**config.mk**
```make
export PLATFORM = sky130hd
export DESIGN_NAME = tone_cmd_dec
export DESIGN_NICKNAME = d
export VERILOG_FILES = /design/src/rtl/tone_pkg.sv /design/src/rtl/tone_wr_sync.sv /design/src/rtl/tone_cmd_xlate.sv /design/src/rtl/tone_chan_slot.sv /design/src/rtl/tone_cmd_dec.sv
export SDC_FILE = /design/constraint.sdc
export NUM_CORES = 1
export LEC_CHECK = 0
export BUFFER_PORTS_ARGS = -buffer_cell sky130_fd_sc_hd__buf_2
export CAP_MARGIN = 10
export CORE_ASPECT_RATIO = 1.25
export CORE_MARGIN = 3
export CORE_UTILIZATION = 55
export DETAILED_ROUTE_END_ITERATION = 10
export GPL_TIMING_DRIVEN = 0
export PLACE_DENSITY = 0.89
export SLEW_MARGIN = 20
export SYNTH_ARGS = -nofsm -noshare
export SYNTH_HDL_FRONTEND = slang
export SYNTH_SLANG_ARGS = --single-unit
```
**constraint.sdc**
```tcl
create_clock -name clk_i -period 3 [get_ports clk_i]
set_clock_uncertainty 0.2 [all_clocks]
set_input_delay 0.6 -clock clk_i [delete_from_list [all_inputs] [get_ports clk_i]]
set_output_delay 0.6 -clock clk_i [all_outputs]
set_load 0.01 [all_outputs]
```
**src/rtl/tone_pkg.sv**
```systemverilog
package tone_pkg;
  localparam int unsigned CNT_W      = 8;
  localparam int unsigned NOTE_W     = 4;
  localparam int unsigned CODE_W     = 2;
  localparam int unsigned NOTE_COUNT = 12;

  typedef enum logic [CODE_W-1:0] {
    MAG_OFF   = 2'b00,
    MAG_SMALL = 2'b01,
    MAG_NORM  = 2'b10,
    MAG_LARGE = 2'b11
  } mag_e;

  typedef enum logic [CODE_W-1:0] {
    OCT_HIGH = 2'b00,
    OCT_MID  = 2'b01,
    OCT_LOW  = 2'b10,
    OCT_BAD  = 2'b11
  } oct_e;

  typedef struct packed {
    logic [CNT_W-1:0] count;
    oct_e             oct;
    mag_e             mag;
  } slot_t;

  // half-period counts at 120 kHz, top octave, code 0 = B descending to 11 = C
  function automatic logic [CNT_W-1:0] note_count(input logic [NOTE_W-1:0] code);
    logic [CNT_W-1:0] c;
    case (code)
      4'd0:    c = 8'd61;
      4'd1:    c = 8'd64;
      4'd2:    c = 8'd68;
      4'd3:    c = 8'd72;
      4'd4:    c = 8'd77;
      4'd5:    c = 8'd81;
      4'd6:    c = 8'd86;
      4'd7:    c = 8'd91;
      4'd8:    c = 8'd96;
      4'd9:    c = 8'd102;
      4'd10:   c = 8'd108;
      4'd11:   c = 8'd115;
      default: c = '0;
    endcase
    return c;
  endfunction
endpackage

```
**src/rtl/tone_wr_sync.sv**
```systemverilog
module tone_wr_sync #(
  parameter int unsigned STAGES = 2
) (
  input  logic clk_i,
  input  logic rst_ni,
  input  logic wr_i,
  output logic ld_o
);
  logic [STAGES-1:0] sync_q;
  logic              last_q;

  always_ff @(posedge clk_i or negedge rst_ni) begin
    if (!rst_ni) begin
      sync_q <= '0;
      last_q <= 1'b0;
    end else begin
      sync_q <= {sync_q[STAGES-2:0], wr_i};
      last_q <= sync_q[STAGES-1];
    end
  end

  assign ld_o = sync_q[STAGES-1] & ~last_q;
endmodule

```
**src/rtl/tone_cmd_xlate.sv**
```systemverilog
module tone_cmd_xlate
  import tone_pkg::*;
(
  input  logic [NOTE_W-1:0] note_i,
  input  logic [CODE_W-1:0] oct_i,
  input  logic [CODE_W-1:0] mag_i,
  output slot_t             slot_o
);
  logic bad;

  always_comb begin
    bad = (oct_i == OCT_BAD) || (note_i >= NOTE_W'(NOTE_COUNT));
    if (bad) begin
      slot_o.count = '0;
      slot_o.oct   = OCT_HIGH;
      slot_o.mag   = MAG_OFF;
    end else begin
      slot_o.count = note_count(note_i);
      slot_o.oct   = oct_e'(oct_i);
      slot_o.mag   = mag_e'(mag_i);
    end
  end
endmodule

```
**src/rtl/tone_chan_slot.sv**
```systemverilog
module tone_chan_slot
  import tone_pkg::*;
(
  input  logic  clk_i,
  input  logic  rst_ni,
  input  logic  ld_i,
  input  slot_t slot_i,
  output slot_t slot_o,
  output logic  active_o
);
  always_ff @(posedge clk_i or negedge rst_ni) begin
    if (!rst_ni) begin
      slot_o   <= '{count: '0, oct: OCT_HIGH, mag: MAG_OFF};
      active_o <= 1'b0;
    end else if (ld_i) begin
      slot_o   <= slot_i;
      active_o <= (slot_i.mag != MAG_OFF);
    end
  end
endmodule

```
**src/rtl/tone_cmd_dec.sv**
```systemverilog
module tone_cmd_dec
  import tone_pkg::*;
#(
  parameter int unsigned N_CH        = 4,
  parameter int unsigned SYNC_STAGES = 2,
  localparam int unsigned SEL_W      = $clog2(N_CH)
) (
  input  logic                       clk_i,
  input  logic                       rst_ni,
  input  logic                       wr_i,
  input  logic [SEL_W-1:0]           chan_sel_i,
  input  logic [CODE_W-1:0]          oct_i,
  input  logic [NOTE_W-1:0]          note_i,
  input  logic [CODE_W-1:0]          mag_i,
  output logic [N_CH*CNT_W-1:0]      count_o,
  output logic [N_CH*CODE_W-1:0]     oct_o,
  output logic [N_CH*CODE_W-1:0]     mag_o,
  output logic [N_CH-1:0]            active_o
);
  logic  ld_pulse;
  slot_t cmd_slot;

  tone_wr_sync #(.STAGES(SYNC_STAGES)) i_sync (
    .clk_i (clk_i),
    .rst_ni(rst_ni),
    .wr_i  (wr_i),
    .ld_o  (ld_pulse)
  );

  tone_cmd_xlate i_xlate (
    .note_i(note_i),
    .oct_i (oct_i),
    .mag_i (mag_i),
    .slot_o(cmd_slot)
  );

  for (genvar k = 0; k < N_CH; k++) begin : g_ch
    slot_t st;
    logic  ld_k;
    assign ld_k = ld_pulse && (chan_sel_i == SEL_W'(k));

    tone_chan_slot i_slot (
      .clk_i   (clk_i),
      .rst_ni  (rst_ni),
      .ld_i    (ld_k),
      .slot_i  (cmd_slot),
      .slot_o  (st),
      .active_o(active_o[k])
    );

    assign count_o[k*CNT_W +: CNT_W]   = st.count;
    assign oct_o[k*CODE_W +: CODE_W]   = st.oct;
    assign mag_o[k*CODE_W +: CODE_W]   = st.mag;
  end
endmodule

```
[Word level (Yosys, flattened, before mapping)]
Memory sizes are Yosys's and may differ from the RTL's.
Cells that the tools add are included.
Storage, ports and cells
  flip-flop bits (word level): 55
  output and inout port bits: 52
  input bits: 13
  memories kept: 1
  memory bits (read-only): 112
  logic and storage cells: 34
Memories
  (name not given): depth 16, bits a word 7, read ports 1, clocked after Yosys merged registers in 0, wr ports 0, line tone_pkg.sv:30  | case (code)
Cells by class
  reductions and logical operators: 7
  bitwise operators: 2
  magnitude comparators: 1
  mux-type cells: 1
  equality and inequality tests: 4
Operators with widths (count)
  2-to-1 mux 12 bit: 1
  == test 2 bit (second input constant): 3
  >= comparator 4 bit (second input constant): 1
  logical AND 1 bit: 4
  == test 2 x 1 -> 1 bit (second input constant): 1
  zero test 2 bit: 1
  nonzero test 2 bit: 1
  AND 1 bit: 1
  logical OR 1 bit: 1
  NOT 1 bit: 1

[Longest topological paths before layout]
  depth after elaboration: 4
  depth in mapped cells: 5
  gate-level depth less buffers: 5

[Modules after synthesis]
Synthesis repeated with hierarchy kept, for this count alone.
Second synthesis, totals
  cell total of the unflattened synthesis: 166
  area, all modules: 2451.1 sq um
Modules (own cells, without submodules)
  tone_chan_slot: times used 4, sequential area each 325.3 sq um, area an instance 514.2 sq um, cells an instance 29
  tone_cmd_xlate: times used 1, sequential area each 0.0 sq um, area an instance 267.8 sq um, cells an instance 42
  tone_wr_sync: times used 1, sequential area each 75.1 sq um, area an instance 88.8 sq um, cells an instance 4
  tone_cmd_dec: times used 1, sequential area each 0.0 sq um, area an instance 37.5 sq um, cells an instance 4

[Worst setup path before layout]
OpenSTA, ideal clock, no wires.
  path kind: input port to flip-flop
  start: input port note_i[0]
  end: register g_ch[0].i_slot.slot_o[8] (netlist name)
  library setup time: 140 ps
  data arrival time: 1459 ps
  required time: 2660 ps
  cell stages on the path: 5
  path buffers: 0
  slack: 1201 ps
  cells stage by stage: inv_1 -> ha_1 -> or2_2 -> a21oi_1 -> o31ai_1
Between the ends
  longest elaborated chain between the ends: 3
  elaborated cells on any way between the ends: 4
  classes of those cells: 1 x order compare; 1 x mux; 1 x reduce/logical; 1 x memory
RTL lines
  from (decl): line tone_cmd_dec.sv:13  | input logic [NOTE_W-1:0] note_i,
  >= comparator 4 bit: line tone_cmd_xlate.sv:12  | bad = (oct_i == OCT_BAD) || (note_i >= NOTE_W'(NOTE_COUNT));
  logical OR 1 bit: line tone_cmd_xlate.sv:12
  2-to-1 mux 12 bit *: line tone_cmd_xlate.sv:13  | if (bad) begin
  to (signal assigned): line tone_chan_slot.sv:13  | slot_o <= '{count: '0, oct: OCT_HIGH, mag: MAG_OFF};
  to (signal assigned): line tone_chan_slot.sv:16  | slot_o <= slot_i;
  to (decl): line tone_chan_slot.sv:8  | output slot_t slot_o,
Mark *: on every way between the ends. The rest lies on a longest branch, timed or not.
A chain may end at the register's enable or synchronous reset.

[Worst setup path after layout]
  start: input port note_i[0]
  end: register g_ch[1].i_slot.slot_o[8] (netlist name)
Between the ends
  longest elaborated chain between the ends: 3
  elaborated cells on any way between the ends: 4
  classes of those cells: 1 x order compare; 1 x mux; 1 x reduce/logical; 1 x memory
RTL lines (line)
  >= comparator 4 bit: tone_cmd_xlate.sv:12
  logical OR 1 bit: tone_cmd_xlate.sv:12
  2-to-1 mux 12 bit *: tone_cmd_xlate.sv:13
  to (signal assigned): tone_chan_slot.sv:13
  to (signal assigned): tone_chan_slot.sv:16
  to (decl): tone_chan_slot.sv:8
Marked as above.

==> summary.txt <==
Status
  • Status: completed

Die
  • Initial Util: a little under three fifths
  • Core ar.: 0.003816 mm^2
  • I/O Pins: 65
  • Row count: 25
  • Total die area: 0.004774 mm^2
  • Die width: approximately 62 um
  • Die Span Y: 76.51 um

Finish
  • Multi-input gate area: between 700 and 800 um^2
  • Filler Cells Inserted: ~310
  • # diodes: 0
  • Layout cells sized above 1: 32.86%
  • NumNets Final: just under 300
  • P&R area growth vs syn: 22.31%
  • Register Area: 0.001276 mm^2

STA
  • Fmax: approximately 550 MHz
  • Max_slew headroom: approximately three fifths
  • Period utilization: 60.83%
  • Actual slew at the worst max-slew pin: 621.6 ps
  • RSZ-0062 raised after global routing: no
  • Fin Setup TNS: 0 ps
  • Fin. max-slew vios: 0
  • Min Clock Period, post-route: 1825 ps
  • Setup Viol. Count Final: 0
  • Final Hold Vio Count: 0

Power and ir drop
  • Max rail drop VDD: 466.4 uV
  • Pwr/cell area: 635.3 mW/mm^2
  • Net Sw Power: 502.4 uW
  • Clock power frac: 27.7%
  • Combinational cell fraction of total power: 21.8%
  • Reg power frac: 50.5%
  • Internal power: 1.197 mW
  • Static leakage: 1.391 nW
  • Switching share of total power: 29.56%
  • Pwr Total: around 1.7 mW

CTS
  • Clock latency on the worst-skew pair: 300 ps
  • Post-CTS Setup Bufs: 0
  • Hold_buf cts: 0
  • Clock transition at path regs: 90 ps
  • Root Buffer: clkbuf_8
  • Resized cells post-CTS: 0
  • Clock tree buffer depth: 2
  • Clock sink total: 51
  • TritonCTS clock tree: yes
  • CTS buffer count: 5
  • H-tree Lvls: 2

Synth
  • Post-synth EDFFs: 0
  • Async SR Flop Fraction: 100.0%
  • #FFs+latches synth: a little over 50
  • Post-synth top cells: dfrtp_1, nand2_1, o21ai_0
  • Yosys warnings: 0
  • Multiplexer area fraction after synthesis: 0%
  • Synth Area in Compound Gates: around 17%
  • Top post-synthesis cells by area: dfrtp_1, nand2_1, o21ai_0
  • Post-synthesis adder-cell area fraction: 2.288%
  • Synth area leader: dfrtp_1
  • Sequential share of the synthesized area: about three fifths
  • Post-Syn Area: around 0.0022 mm^2
  • Top_reg_cell synth: dfrtp_1
  • Synth Area in Simple Gates: 16.13%
  • Synth cell types: 29
  • Count leader, synth: dfrtp_1
  • XOR/XNOR share of the synthesized area: 0%
  • Syn_area_per_cell: 10.41 um^2
  • Largest family of logic cells by synthesized area: compound AO/OA/AOI/OAI gates
  • Share of the synthesized area in the top cell type: roughly three fifths
  • Gate Count Post-Synth: 210

Routing
  • Final wirelength: just over 5000 um
  • DRC viols: 0
  • Routed length per instance: between 15 and 20 um
  • Drt first pass iters: 5
  • Total number of vias: 1,762
  • Vias/cell: 5.275
  • Antenna viol nets, final: 0
  • DRT iter0 DRCs: 109

Hold path
  • Hold Path Class: input pin to async pin

Setup path
  • Data arrival time of the worst path: 1800 ps
  • Launch point of the worst reg-to-reg path: i_sync.last_q
  • Worst Path Required: 2970 ps
  • CP startpoint kind: input pin
  • Critical path class: input pin to flip-flop
  • CP Capture Type: flip-flop
  • Worst Setup SP: note_i[0]
  • CP max FO: 5

Place
  • PortBufs: 60
  • Post-DP HPWL: 3620 um
  • Final RePlAce weighted congestion: between 0.8 and 0.9

Global route
  • Vias in the first global route: about 1,800
  • Global Route Usage Sum: 22.40%
  • Initial antenna violation count: 0
  • Grt ovf: 0
  • First-pass GRT wire length: 8404 um
  • Largest net degree at the start of global routing: 52

Job
  • Max-cap violation count: 0
## stage by stage
stage	setup WS (ps)	std cells	hold slack (ps)	utilization [%]	cell area, um^2
floorplan	1201	213	104.4	-	2198
global placement	913.4	327	136.2	67.25	2566
detailed placement	860.1	327	160.3	67.25	2566
CTS	1165	334	180.1	70.03	2673
global route	1029	334	153.8	70.10	2675
finish	1175	334	97.01	70.10	2675
## kinds of logic (layout without fill, tap and decap cells)
family | Yosys count | in the layout
AND/OR/NAND/NOR | 71 | 71
other | 1 | 4
AO/OA/AOI/OAI | 60 | 60
buffers and inverters | 23 | 90
adder cells (fa/ha/maj) | 4 | 4
flip-flops | 51 | 51
## final timing paths
kind	to	slack, ps	depth (start not counted)
setup / recovery	g_ch[1].i_slot.slot_o[8]	1180	6
hold / removal	g_ch[0].i_slot.active_o	100	1
setup reg to reg	g_ch[3].i_slot.active_o	1320	4
max in group asynchronous	g_ch[0].i_slot.slot_o[7]	2070	1
min in group clk_i	i_sync.sync_q[1]	190	0
hold reg to reg	i_sync.sync_q[1]	190	0
## cell usage in the layout (no fill, tap or decap), types with 5 or more instances in the layout
cell type  synthesis  layout
clkbuf_8           0       5
inv_1              5       5
buf_4              8       9
o21ai_2            8       8
dfrtp_1           51      51
nand2_1           49      49
o21ai_0           31      31
clkbuf_1           5       5
o31ai_1            8       8
buf_2              3      62
## power by group through the flow
stage | clock (mW) | sequential [mW] | combinational [mW]
after detailed placement | 0 | 0.869 | 0.375
after global placement | 0 | 0.865 | 0.356
after CTS | 0.467 | 0.856 | 0.375
after global routing | 0.496 | 0.870 | 0.414
after floorplan | 0 | 0.912 | 0.152
final | 0.471 | 0.858 | 0.371
## area by class of cell
type                    instances  area share, %
well taps                      54          2.526
clock buffers                   5          2.572
repair buffers                 60          11.32
clock inverters                 2          1.403
inverters                       5         0.7016
flip-flops and latches         51          47.71
multi-input cells             139          29.42
plain buffers                  18          4.350
## registers in the layout, indices dropped and copies added (netlist names)
name / flops
g_ch.i_slot.active_o: 4
g_ch.i_slot.slot_o: 44
i_sync.last_q: 1
i_sync.sync_q: 2
## critical path: stages
cell and delay, ps:
buf_2 130, inv_1 90, ha_1 230, or2_2 280, a21oi_1 350, o31ai_1 120
## layer usage
layer	GRT usage (%)	wire, um	vias to the layer above
met5	0	0	-
met3	6.490	296	12
met2	40.23	2725	63
met1	24.58	1909	844
met4	8.830	110	0
li1	-	-	843
Note: power is estimated with default switching activity, not from simulation.
